File: src/rtl/disp_timing_pkg.sv
package disp_timing_pkg;

  typedef enum logic [2:0] {
    A_CTRL = 3'd0,
    A_HTIM = 3'd1,
    A_HSYN = 3'd2,
    A_VTIM = 3'd3,
    A_VSYN = 3'd4
  } dtg_addr_e;

  localparam int B_RUN    = 0;
  localparam int B_PLANE  = 1;
  localparam int B_HPOL   = 2;
  localparam int B_VPOL   = 3;
  localparam int B_CLKPH  = 14;
  localparam int HI_LSB   = 16;
  localparam int AX_H     = 0;
  localparam int AX_V     = 1;

  typedef struct packed {
    logic clk_ph;
    logic vpol;
    logic hpol;
    logic plane_req;
    logic run;
  } dtg_ctrl_t;

  // Pulse window test, widened by one bit so start + length cannot wrap.
  function automatic logic in_window(input logic [15:0] cnt,
                                     input logic [15:0] start,
                                     input logic [15:0] len);
    logic [16:0] stop;
    stop = {1'b0, start} + {1'b0, len};
    return (len != 16'd0) && (cnt >= start) && ({1'b0, cnt} < stop);
  endfunction

endpackage

File: src/rtl/dtg_regs.sv
module dtg_regs
  import disp_timing_pkg::*;
#(
  parameter int CW = 12,
  parameter int DW = 32
) (
  input  logic          clk,
  input  logic          rst_n,
  input  logic          wr_en,
  input  logic [2:0]    wr_addr,
  input  logic [DW-1:0] wr_data,
  input  logic [2:0]    rd_addr,
  output logic [DW-1:0] rd_data,
  input  logic          commit_evt,
  output dtg_ctrl_t     ctrl_q,
  output logic          plane_on,
  output logic [CW-1:0] tot   [2],
  output logic [CW-1:0] dend  [2],
  output logic [CW-1:0] sst   [2],
  output logic [CW-1:0] slen  [2]
);

  localparam int HI_TOP = HI_LSB + CW;

  logic wr_ctrl;
  logic wr_tim [2];
  logic wr_syn [2];

  assign wr_ctrl   = wr_en && (wr_addr == A_CTRL);
  assign wr_tim[0] = wr_en && (wr_addr == A_HTIM);
  assign wr_tim[1] = wr_en && (wr_addr == A_VTIM);
  assign wr_syn[0] = wr_en && (wr_addr == A_HSYN);
  assign wr_syn[1] = wr_en && (wr_addr == A_VSYN);

  always_ff @(posedge clk or negedge rst_n) begin
    if (!rst_n) begin
      ctrl_q <= '0;
    end else if (wr_ctrl) begin
      ctrl_q.run       <= wr_data[B_RUN];
      ctrl_q.plane_req <= wr_data[B_PLANE];
      ctrl_q.hpol      <= wr_data[B_HPOL];
      ctrl_q.vpol      <= wr_data[B_VPOL];
      ctrl_q.clk_ph    <= wr_data[B_CLKPH];
    end
  end

  for (genvar ax = 0; ax < 2; ax++) begin : g_axis
    always_ff @(posedge clk or negedge rst_n) begin
      if (!rst_n) begin
        tot[ax]  <= '0;
        dend[ax] <= '0;
      end else if (wr_tim[ax]) begin
        tot[ax]  <= wr_data[HI_LSB +: CW];
        dend[ax] <= wr_data[0 +: CW];
      end
    end
    always_ff @(posedge clk or negedge rst_n) begin
      if (!rst_n) begin
        sst[ax]  <= '0;
        slen[ax] <= '0;
      end else if (wr_syn[ax]) begin
        slen[ax] <= wr_data[HI_LSB +: CW];
        sst[ax]  <= wr_data[0 +: CW];
      end
    end
  end

  // The plane request only reaches the live state on the vertical pulse start.
  always_ff @(posedge clk or negedge rst_n) begin
    if (!rst_n)          plane_on <= 1'b0;
    else if (commit_evt) plane_on <= ctrl_q.plane_req;
  end

  function automatic logic [DW-1:0] pair(input logic [CW-1:0] hi, input logic [CW-1:0] lo);
    logic [DW-1:0] w;
    w = '0;
    w[HI_LSB +: CW] = hi;
    w[0 +: CW]      = lo;
    return w;
  endfunction

  always_comb begin
    rd_data = '0;
    case (rd_addr)
      A_CTRL: begin
        rd_data[B_RUN]   = ctrl_q.run;
        rd_data[B_PLANE] = plane_on;
        rd_data[B_HPOL]  = ctrl_q.hpol;
        rd_data[B_VPOL]  = ctrl_q.vpol;
        rd_data[B_CLKPH] = ctrl_q.clk_ph;
      end
      A_HTIM:  rd_data = pair(tot[0], dend[0]);
      A_HSYN:  rd_data = pair(slen[0], sst[0]);
      A_VTIM:  rd_data = pair(tot[1], dend[1]);
      A_VSYN:  rd_data = pair(slen[1], sst[1]);
      default: rd_data = '0;
    endcase
  end

  initial begin
    if (HI_TOP > DW) $error("register word too narrow for counter width");
  end

  // live plane state moves only on a commit event
  p_plane_commit_r9: assert property (@(posedge clk) disable iff (!rst_n)
    (plane_on != $past(plane_on)) |-> $past(commit_evt));

  // on a commit the live state takes the request
  p_plane_take_r9: assert property (@(posedge clk) disable iff (!rst_n)
    commit_evt |=> (plane_on == $past(ctrl_q.plane_req)));

endmodule

File: src/rtl/dtg_counters.sv
module dtg_counters #(
  parameter int CW = 12
) (
  input  logic          clk,
  input  logic          rst_n,
  input  logic          run,
  input  logic [CW-1:0] htot,
  input  logic [CW-1:0] vtot,
  output logic [CW-1:0] hcnt,
  output logic [CW-1:0] vcnt,
  output logic          line_wrap
);

  logic frame_wrap;

  assign line_wrap  = run && (hcnt >= htot);
  assign frame_wrap = line_wrap && (vcnt >= vtot);

  always_ff @(posedge clk or negedge rst_n) begin
    if (!rst_n) begin
      hcnt <= '0;
      vcnt <= '0;
    end else if (!run) begin
      hcnt <= '0;
      vcnt <= '0;
    end else if (line_wrap) begin
      hcnt <= '0;
      vcnt <= frame_wrap ? '0 : vcnt + 1'b1;
    end else begin
      hcnt <= hcnt + 1'b1;
    end
  end

  // column steps by one inside a line
  p_hstep_r2: assert property (@(posedge clk) disable iff (!rst_n)
    (run && hcnt < htot) |=> (hcnt == CW'($past(hcnt) + 1'b1)));

  // column returns to zero after the total
  p_hwrap_r2: assert property (@(posedge clk) disable iff (!rst_n)
    (run && hcnt >= htot) |=> (hcnt == '0));

  // line holds while the column has not wrapped
  p_vhold_r3: assert property (@(posedge clk) disable iff (!rst_n)
    (run && hcnt < htot) |=> $stable(vcnt));

  // line advances on a column wrap below the vertical total
  p_vstep_r3: assert property (@(posedge clk) disable iff (!rst_n)
    (run && hcnt >= htot && vcnt < vtot) |=> (vcnt == CW'($past(vcnt) + 1'b1)));

  // stopped counters park at zero
  p_park_r7: assert property (@(posedge clk) disable iff (!rst_n)
    !run |=> (hcnt == '0 && vcnt == '0));

endmodule

File: src/rtl/dtg_sync.sv
module dtg_sync
  import disp_timing_pkg::*;
#(
  parameter int CW = 12
) (
  input  logic          clk,
  input  logic          rst_n,
  input  logic          run,
  input  logic [CW-1:0] cnt,
  input  logic [CW-1:0] start,
  input  logic [CW-1:0] len,
  input  logic          pol_low,
  output logic          active,
  output logic          sync_o
);

  assign active = run && in_window(16'(cnt), 16'(start), 16'(len));
  assign sync_o = active ^ pol_low;

  // stopped block holds the idle level
  p_idle_r7: assert property (@(posedge clk) disable iff (!rst_n)
    !run |-> (sync_o == pol_low));

  // zero length never produces a pulse
  p_zero_len_r4: assert property (@(posedge clk) disable iff (!rst_n)
    (len == '0) |-> (sync_o == pol_low));

  // the count below the start is never inside the pulse
  p_before_start_r4: assert property (@(posedge clk) disable iff (!rst_n)
    (cnt < start) |-> !active);

endmodule

File: src/rtl/disp_timing_gen.sv
module disp_timing_gen
  import disp_timing_pkg::*;
#(
  parameter int CW = 12,
  parameter int DW = 32
) (
  input  logic          clk,
  input  logic          rst_n,
  input  logic          wr_en,
  input  logic [2:0]    wr_addr,
  input  logic [DW-1:0] wr_data,
  input  logic [2:0]    rd_addr,
  output logic [DW-1:0] rd_data,
  output logic          hsync_o,
  output logic          vsync_o,
  output logic          de_o,
  output logic [CW-1:0] pix_x,
  output logic [CW-1:0] pix_y,
  output logic          clk_phase_o
);

  dtg_ctrl_t     ctrl_q;
  logic          plane_on;
  logic [CW-1:0] tot  [2];
  logic [CW-1:0] dend [2];
  logic [CW-1:0] sst  [2];
  logic [CW-1:0] slen [2];
  logic [CW-1:0] cnt  [2];
  logic          pol  [2];
  logic          act  [2];
  logic          sync [2];
  logic          line_wrap;
  logic          commit_evt;
  logic          in_area;

  dtg_regs #(.CW(CW), .DW(DW)) u_regs (
    .clk        (clk),
    .rst_n      (rst_n),
    .wr_en      (wr_en),
    .wr_addr    (wr_addr),
    .wr_data    (wr_data),
    .rd_addr    (rd_addr),
    .rd_data    (rd_data),
    .commit_evt (commit_evt),
    .ctrl_q     (ctrl_q),
    .plane_on   (plane_on),
    .tot        (tot),
    .dend       (dend),
    .sst        (sst),
    .slen       (slen)
  );

  dtg_counters #(.CW(CW)) u_cnt (
    .clk       (clk),
    .rst_n     (rst_n),
    .run       (ctrl_q.run),
    .htot      (tot[AX_H]),
    .vtot      (tot[AX_V]),
    .hcnt      (cnt[AX_H]),
    .vcnt      (cnt[AX_V]),
    .line_wrap (line_wrap)
  );

  assign pol[AX_H] = ctrl_q.hpol;
  assign pol[AX_V] = ctrl_q.vpol;

  for (genvar ax = 0; ax < 2; ax++) begin : g_sync
    dtg_sync #(.CW(CW)) u_sync (
      .clk     (clk),
      .rst_n   (rst_n),
      .run     (ctrl_q.run),
      .cnt     (cnt[ax]),
      .start   (sst[ax]),
      .len     (slen[ax]),
      .pol_low (pol[ax]),
      .active  (act[ax]),
      .sync_o  (sync[ax])
    );
  end

  // First pixel of the vertical pulse: the one point where the plane may change.
  assign commit_evt = ctrl_q.run && (cnt[AX_H] == '0) &&
                      (cnt[AX_V] == sst[AX_V]) && (slen[AX_V] != '0);

  assign in_area     = (cnt[AX_H] <= dend[AX_H]) && (cnt[AX_V] <= dend[AX_V]);
  assign de_o        = ctrl_q.run && plane_on && in_area;
  assign hsync_o     = sync[AX_H];
  assign vsync_o     = sync[AX_V];
  assign pix_x       = cnt[AX_H];
  assign pix_y       = cnt[AX_V];
  assign clk_phase_o = ctrl_q.clk_ph;

  // a commit always coincides with the vertical pulse being active
  p_commit_in_pulse_r9: assert property (@(posedge clk) disable iff (!rst_n)
    commit_evt |-> act[AX_V]);

  // display-active never shows without the live plane
  p_de_plane_r8: assert property (@(posedge clk) disable iff (!rst_n)
    de_o |-> (plane_on && ctrl_q.run));

  // a line change is always preceded by a column wrap
  p_line_on_wrap_r3: assert property (@(posedge clk) disable iff (!rst_n)
    (ctrl_q.run && !line_wrap) |=> (pix_y == $past(pix_y)));

endmodule

File: config.mk
export PLATFORM = sky130hd
export DESIGN_NAME = disp_timing_gen
export DESIGN_NICKNAME = d
export VERILOG_FILES = /design/src/rtl/disp_timing_pkg.sv /design/src/rtl/dtg_regs.sv /design/src/rtl/dtg_counters.sv /design/src/rtl/dtg_sync.sv /design/src/rtl/disp_timing_gen.sv
export SDC_FILE = /design/constraint.sdc
export NUM_CORES = 1
export LEC_CHECK = 0
export CAP_MARGIN = 20
export CELL_PAD_IN_SITES_DETAIL_PLACEMENT = 1
export CELL_PAD_IN_SITES_GLOBAL_PLACEMENT = 1
export CORE_MARGIN = 4
export CORE_UTILIZATION = 40
export DETAILED_ROUTE_END_ITERATION = 8
export GPL_TIMING_DRIVEN = 0
export PLACE_DENSITY = 0.71
export SLEW_MARGIN = 20
export SYNTH_ARGS = -nofsm -noshare
export SYNTH_HDL_FRONTEND = slang
export SYNTH_SLANG_ARGS = --single-unit
File: constraint.sdc
create_clock -name clk -period 5.22 [get_ports clk]
set_input_delay 1.044 -clock clk [delete_from_list [all_inputs] [get_ports clk]]
set_output_delay 1.044 -clock clk [all_outputs]
set_load 0.01 [all_outputs]
# After elaboration in Yosys (flattened, before gate mapping)
# Cells that the tools add are included.
[word_totals] reg_bits=126 input_bits=41 output_inout_bits=60 word_cells=73
[op_classes] add_sub_neg=4 magnitude_cmp=8 n_eq_ne=10 n_mux=9 bitwise=2 reduce_logical=24
[op_table] op="$mux W12" count=5
[op_table] op="$pmux W13 S4" count=1
[op_table] op="$ge A12 B12 Y1" count=4
[op_table] op="$lt A12 B17 Y1" count=2
[op_table] op="$pmux W8 S4" count=1
[op_table] op="$add A12 B12 Y13" count=2
[op_table] op="$add A12 B1 Y12 const B" count=2
[op_table] op="$le A12 B12 Y1" count=2
[op_table] op="$reduce_bool A12 Y1" count=2
[op_table] op="$pmux W4 S5" count=1
[op_table] op="$logic_and A1 B1 Y1" count=19
[op_table] op="$eq A12 B12 Y1" count=1
[op_table] op="$eq A3 B2 Y1 const B" count=4
[op_table] op="$logic_not A12 Y1" count=1
[op_table] op="$eq A3 B1 Y1 const B" count=2
[op_table] op="$eq A3 B3 Y1 const B" count=2
[op_table] op="$logic_not A3 Y1" count=2
[op_table] op="$ne A2 B1 Y1 const B" count=1
[op_table] op="$xor A1 B1 Y1" count=2
[op_table] op="$mux W1" count=1

# Longest topological paths before layout
[logic_depth] word_depth=6 depth_mapped=15 mapped_depth_nobuf=15

# Hierarchy
# Synthesis repeated with hierarchy kept, for this count alone.
[hier_totals] cells_unflattened=900 area_unflattened_um2=9447.8
[by_module_without_submodules] module="dtg_regs" n_inst=1 cells_each=323 area_per_inst_um2=4647.0 seq_area_each_um2=2552.4
[by_module_without_submodules] module="dtg_sync" n_inst=2 cells_each=133 area_per_inst_um2=1107.3 seq_area_each_um2=0.0
[by_module_without_submodules] module="dtg_counters" n_inst=1 cells_each=197 area_per_inst_um2=1781.7 seq_area_each_um2=600.6
[by_module_without_submodules] module="disp_timing_gen" n_inst=1 cells_each=114 area_per_inst_um2=804.5 seq_area_each_um2=0.0

# Worst setup path before layout
# No wires, ideal clock.
[synth_path] path_kind="reg2out" startpoint="register u_regs.slen[0] (netlist name)" endpoint="output vsync_o" arrival_time_ps=3473 required_ps=4176 setup_slack_ps=703 stages_incl_launch_ff=16 path_buffers=0 cell_sequence="dfrtp_1 -> ha_1 -> fa_1 -> a211oi_1 -> o21ai_1 -> o311a_1 -> o21ai_0 -> nand2b_1 -> xnor2_1 -> ha_1 -> a211oi_1 -> o211ai_1 -> a31oi_1 -> a221oi_1 -> a221oi_1 -> xor2_1"
[synth_via] elab_chain_cells=5 word_cells_on_any_way=7
[synth_rtl] element="start: declaration" line="dtg_regs.sv:20" text="output logic [CW-1:0] slen [2]"
[synth_rtl] element="start signal: indexed assignment" line="dtg_regs.sv:62" text="slen[ax] <= wr_data[HI_LSB +: CW];"
[synth_rtl] element="$add A12 B12 Y13 or $reduce_bool A12 Y1 (tied branches)" line="disp_timing_pkg.sv:33, disp_timing_pkg.sv:34"
[synth_rtl] element="$lt A12 B17 Y1 or $logic_and A1 B1 Y1 (tied branches)" line="disp_timing_pkg.sv:34" text="return (len != 16'd0) && (cnt >= start) && ({1'b0, cnt} < stop);"
[synth_rtl] element="$logic_and A1 B1 Y1 *" line="disp_timing_pkg.sv:34"
[synth_rtl] element="$logic_and A1 B1 Y1 *" line="dtg_sync.sv:17" text="assign active = run && in_window(16'(cnt), 16'(start), 16'(len));"
[synth_rtl] element="$xor A1 B1 Y1 *" line="dtg_sync.sv:18" text="assign sync_o = active ^ pol_low;"
[synth_rtl] element="end: declaration" line="disp_timing_gen.sv:15" text="output logic vsync_o,"
# Every way passes the cells marked *; elsewhere a longest branch is shown, timed or not.

# Final worst setup path
[layout_path] startpoint="register u_regs.slen[12] (netlist name)" endpoint="output hsync_o"
[layout_via] elab_chain_cells=5 word_cells_on_any_way=7
[layout_rtl] element="$add A12 B12 Y13 or $reduce_bool A12 Y1 (tied branches)" line="disp_timing_pkg.sv:33, disp_timing_pkg.sv:34"
[layout_rtl] element="$lt A12 B17 Y1 or $logic_and A1 B1 Y1 (tied branches)" line="disp_timing_pkg.sv:34"
[layout_rtl] element="$logic_and A1 B1 Y1 *" line="disp_timing_pkg.sv:34"
[layout_rtl] element="$logic_and A1 B1 Y1 *" line="dtg_sync.sv:17"
[layout_rtl] element="$xor A1 B1 Y1 *" line="dtg_sync.sv:18"
[layout_rtl] element="end: declaration" line="disp_timing_gen.sv:14" text="output logic hsync_o,"
# Marks and branches as above.

==> flow_summary_export.csv <==
group,metric,value,unit
setup_path,worst-path-max-fanout,3,
detailed_routing,antenna_left,0,
logic_synthesis,syn_area,8825,sq um
setup_path,r2r_end,"u_cnt.vcnt[4]$_DFFE_PN0P_",
global_route,grt_overflow_total,0,
global_route,grt_util_all_layers,25.94,%
placed_design,dp_hpwl,23.36,mm
setup_path,crit_top_cell,"a21oi_2",
logic_synthesis,synth_edf_count,0,
logic_synthesis,ys_seq_elements,126,
global_route,grt_pass1_wl,48.24,mm
setup_path,crit_path_start_kind,"flip-flop",
setup_path,path_buf_inv,2,
floorplanning,io_pins,101,
detailed_routing,drtPass1Iterations,4,
setup_path,rr_worst_depth,9,
cts,cts-root-buf,"clkbuf_16",
global_route,grt_pass1_vias,8317,
placed_design,globalplace.congestion,0.8746,
logic_synthesis,async_flop_share,100.0,%
setup_path,startpoint,"u_regs.slen[12]$_DFFE_PN0P_",
final_layout,num-fill-cells,2463,
timing,finalSetupViolCount,0,
floorplanning,dieHeight,156.5,um
cts,numCtsBuffers,17,
logic_synthesis,syn_inst,900,
logic_synthesis,synth_top_area_share,35.73,%
setup_path,critical-path-slowest-cell,"or4_4",
timing,postLayoutSetupSlackWorst,114.9,ps
placed_design,place_ws,-290.3,ps
timing,hold_ws,534.0,ps
timing,finalHoldViolCount,0,
setup_path,cpPeakStageDelay,500,ps
cts,clk_path_buf_depth,2,
final_layout,fin_cells,1321,
timing,final.setup.tns,0,ps
logic_synthesis,netlist_top_cells_count,"126 x dfrtp_1, 121 x ha_1, 78 x inv_1",
logic_synthesis,avgSynthCellArea,9.805,sq um
setup_path,reg2reg_from,"u_cnt.hcnt[0]$_DFF_PN0_",
final_layout,final_area,10870,sq um
status,status,"finished clean",
setup_path,r2r_slack,2570,ps
power_and_ir_drop,power.leakage,5.137,nW
timing,rsz0062_at_grt,"yes",
setup_path,criticalPathCategory,"flip-flop to output port",
global_route,grt_max_degree,66,
cts,clkSinkCount,126,
floorplanning,dieArea,24500,sq um
global_route,grt_antenna_before_repair,0,
logic_synthesis,yosys.area.top_type,"dfrtp_1",
cts,htreeDepth,4,
timing,skew,10.16,ps
placed_design,dpl-instance-area,10050,sq um
timing,fin_crit,5105,ps
detailed_routing,viasPerCell,5.768,
logic_synthesis,synthMostInstantiatedCell,"dfrtp_1",
timing,drv_slew,0,
detailed_routing,vias,7620,
power_and_ir_drop,p_per_area,371.9,nW/um^2
setup_path,critPathCaptureType,"output port",
detailed_routing,drcViolationCount,0,
cts,clk_pin_slew,60,ps
setup_path,path_delay_family,"compound AO/OA/AOI/OAI gates",
hold_path,hold_end,"u_regs.plane_on$_DFFE_PN0P_",
logic_synthesis,yosysWarnings,0,
placed_design,portBuffers,82,
hold_path,hold_depth,1,
detailed_routing,wl_per_cell,23.39,um
timing,worst_pin_slew,865.7,ps
logic_synthesis,seq_area_frac_synth,35.73,%
power_and_ir_drop,vdd_ir_drop_max,232.1,uV
setup_path,crit_required,4180,ps
final_layout,nNetsFinal,1193,
placed_design,dp_cells,1269,
logic_synthesis,synthFlopType,"dfrtp_1",
setup_path,crit_chain,"ha_4 -> fa_2 -> a21oi_2 -> o22ai_2 -> o211ai_1 -> nand2b_1 -> a21oi_2 -> xor2_1 -> ha_1 -> a2111o_1 -> buf_4 -> nor2_1 -> or4_4 -> o31ai_2 -> xnor2_1 -> buf_2",
cts,insertion_delay,420,ps
cts,cts_tree,"done",
final_layout,antenna_cells,0,
timing,slew_headroom,42.03,%
logic_synthesis,synth_area_leaders,"dfrtp_1 36%, ha_1 17%, mux2_2 7.4%",
logic_synthesis,synth_cell_types,61,
detailed_routing,drtIter0Drc,392,
final_layout,drive_gt1_share,14.51,%
floorplanning,die_x,156.5,um
setup_path,cp.arrival,4060,ps
floorplanning,initial_utilization,40.56,%
hold_path,hp-start,"u_regs.ctrl_q[1]$_DFFE_PN0P_",
final_layout,syn_to_final_growth,23.12,%
timing,finalCritPeriodShare,97.80,%
floorplanning,rows,54,
hold_path,hold_path_class,"flip-flop to flip-flop",
job,cap_violations,0,
detailed_routing,drt_wl_total,30.90,mm
timing,max_freq,0.1959,GHz
floorplanning,core-area,21760,sq um
placed cells by master (no fill, tap or decap), types with 6 or more instances in the layout:
cell / Yosys / layout
clkbuf_16: 0 / 17
buf_4: 8 / 29
and3_1: 11 / 11
nand4_1: 13 / 13
ha_1: 121 / 118
nor4_1: 11 / 11
a221o_1: 22 / 22
mux2i_1: 6 / 6
xnor2_1: 14 / 14
clkdlybuf4s50_1: 0 / 79
a21o_1: 20 / 20
nand2_1: 66 / 66
a21oi_1: 32 / 29
dfrtp_1: 126 / 124
inv_1: 78 / 78
nor2_1: 41 / 41
nand2b_1: 12 / 12
conb_1: 1 / 7
xor2_1: 19 / 19
nor2b_1: 10 / 10
o211ai_1: 8 / 8
clkbuf_1: 22 / 27
mux2_2: 58 / 58
nand3_1: 21 / 21
a22o_1: 31 / 31
o21ai_0: 65 / 64
buf_2: 5 / 7
final cells by class:
| cell class | count | area [sq um] | share of cell area (%) |
|---|---|---|---|
| clock buffers | 25 | 485.5 | 4.468 |
| clock inverters | 6 | 107.6 | 0.9903 |
| well taps | 280 | 350.3 | 3.224 |
| multi-input cells | 667 | 5305 | 48.83 |
| plain buffers | 35 | 167.7 | 1.543 |
| repair buffers | 104 | 1001 | 9.212 |
| flip-flops and latches | 126 | 3156 | 29.04 |
| inverters | 78 | 292.8 | 2.695 |
worst register-to-register path, delay by kind of cell, from the launching register on:
kind,cells,cell delay [ps]
compound gates,5,1060
fa+ha+maj,1,320
buf+inv,2,530
flops,1,500
simple gates,1,120
through the flow:
| step | util, % | power [mW] |
|---|---|---|
| after detailed placement | 46.20 | 2.719 |
| final | 49.94 | 4.041 |
| after global routing | 49.94 | 4.305 |
| after global placement | 46.05 | 2.661 |
| after CTS | 49.70 | 4.022 |
| after floorplan | - | 2.219 |
sequential cells by signal, indices dropped and copies added, names as in the netlist:
signal           count
u_cnt.hcnt          12
u_regs.plane_on      1
u_regs.ctrl_q        5
u_regs.tot          24
u_cnt.vcnt          12
u_regs.sst          24
u_regs.dend         24
u_regs.slen         24
worst max path at each step:
stage / end / slack (ps) / cells after the start
2_1_floorplan: vsync_o / 700 / 15
3_3_place_gp: u_cnt.hcnt[8]$_DFF_PN0_ / -2260 / 1
3_5_place_dp: vsync_o / -290 / 16
4_1_cts: vsync_o / 20 / 16
5_1_grt: vsync_o / -140 / 16
6_report: hsync_o / 110 / 16
power by group:
part	switching, mW	internal, mW	total (mW)
logic	0.754	0.676	1.43
clock network	0.439	0.785	1.22
registers	0.234	1.15	1.39
total	1.43	2.61	4.04
cells by family (layout without fill, tap and decap cells):
| kind of cell | Yosys count | in the layout | synth area share, % |
|---|---|---|---|
| mux | 64 | 64 | 8.082 |
| other cells | 1 | 7 | 0.04249 |
| flops | 126 | 126 | 35.73 |
| simple gates | 211 | 211 | 11.91 |
| buf+inv | 113 | 248 | 5.218 |
| compound gates | 229 | 229 | 18.13 |
| fa+ha+maj | 123 | 123 | 17.61 |
| xor+xnor | 33 | 33 | 3.275 |
repair_timing:
action                                 in CTS  in global routing
gates resized for setup                    19                  8
setup buffers                              18                  3
setup endpoints to repair                   2                  2
hold buffers                                0                  0
endpoints found under the hold margin       0                  0
pin swaps                                   8                 20
layer usage:
metal / up-vias / track usage (%) / share of wire [%]
met5: - / 0 / 0
met1: 3841 / 33.88 / 45
met3: 42 / 3.872 / 3.5
met2: 178 / 43.85 / 48
li1: 3559 / - / -
met4: 0 / 9.256 / 3.0
Note: power is estimated with default switching activity, not from simulation.
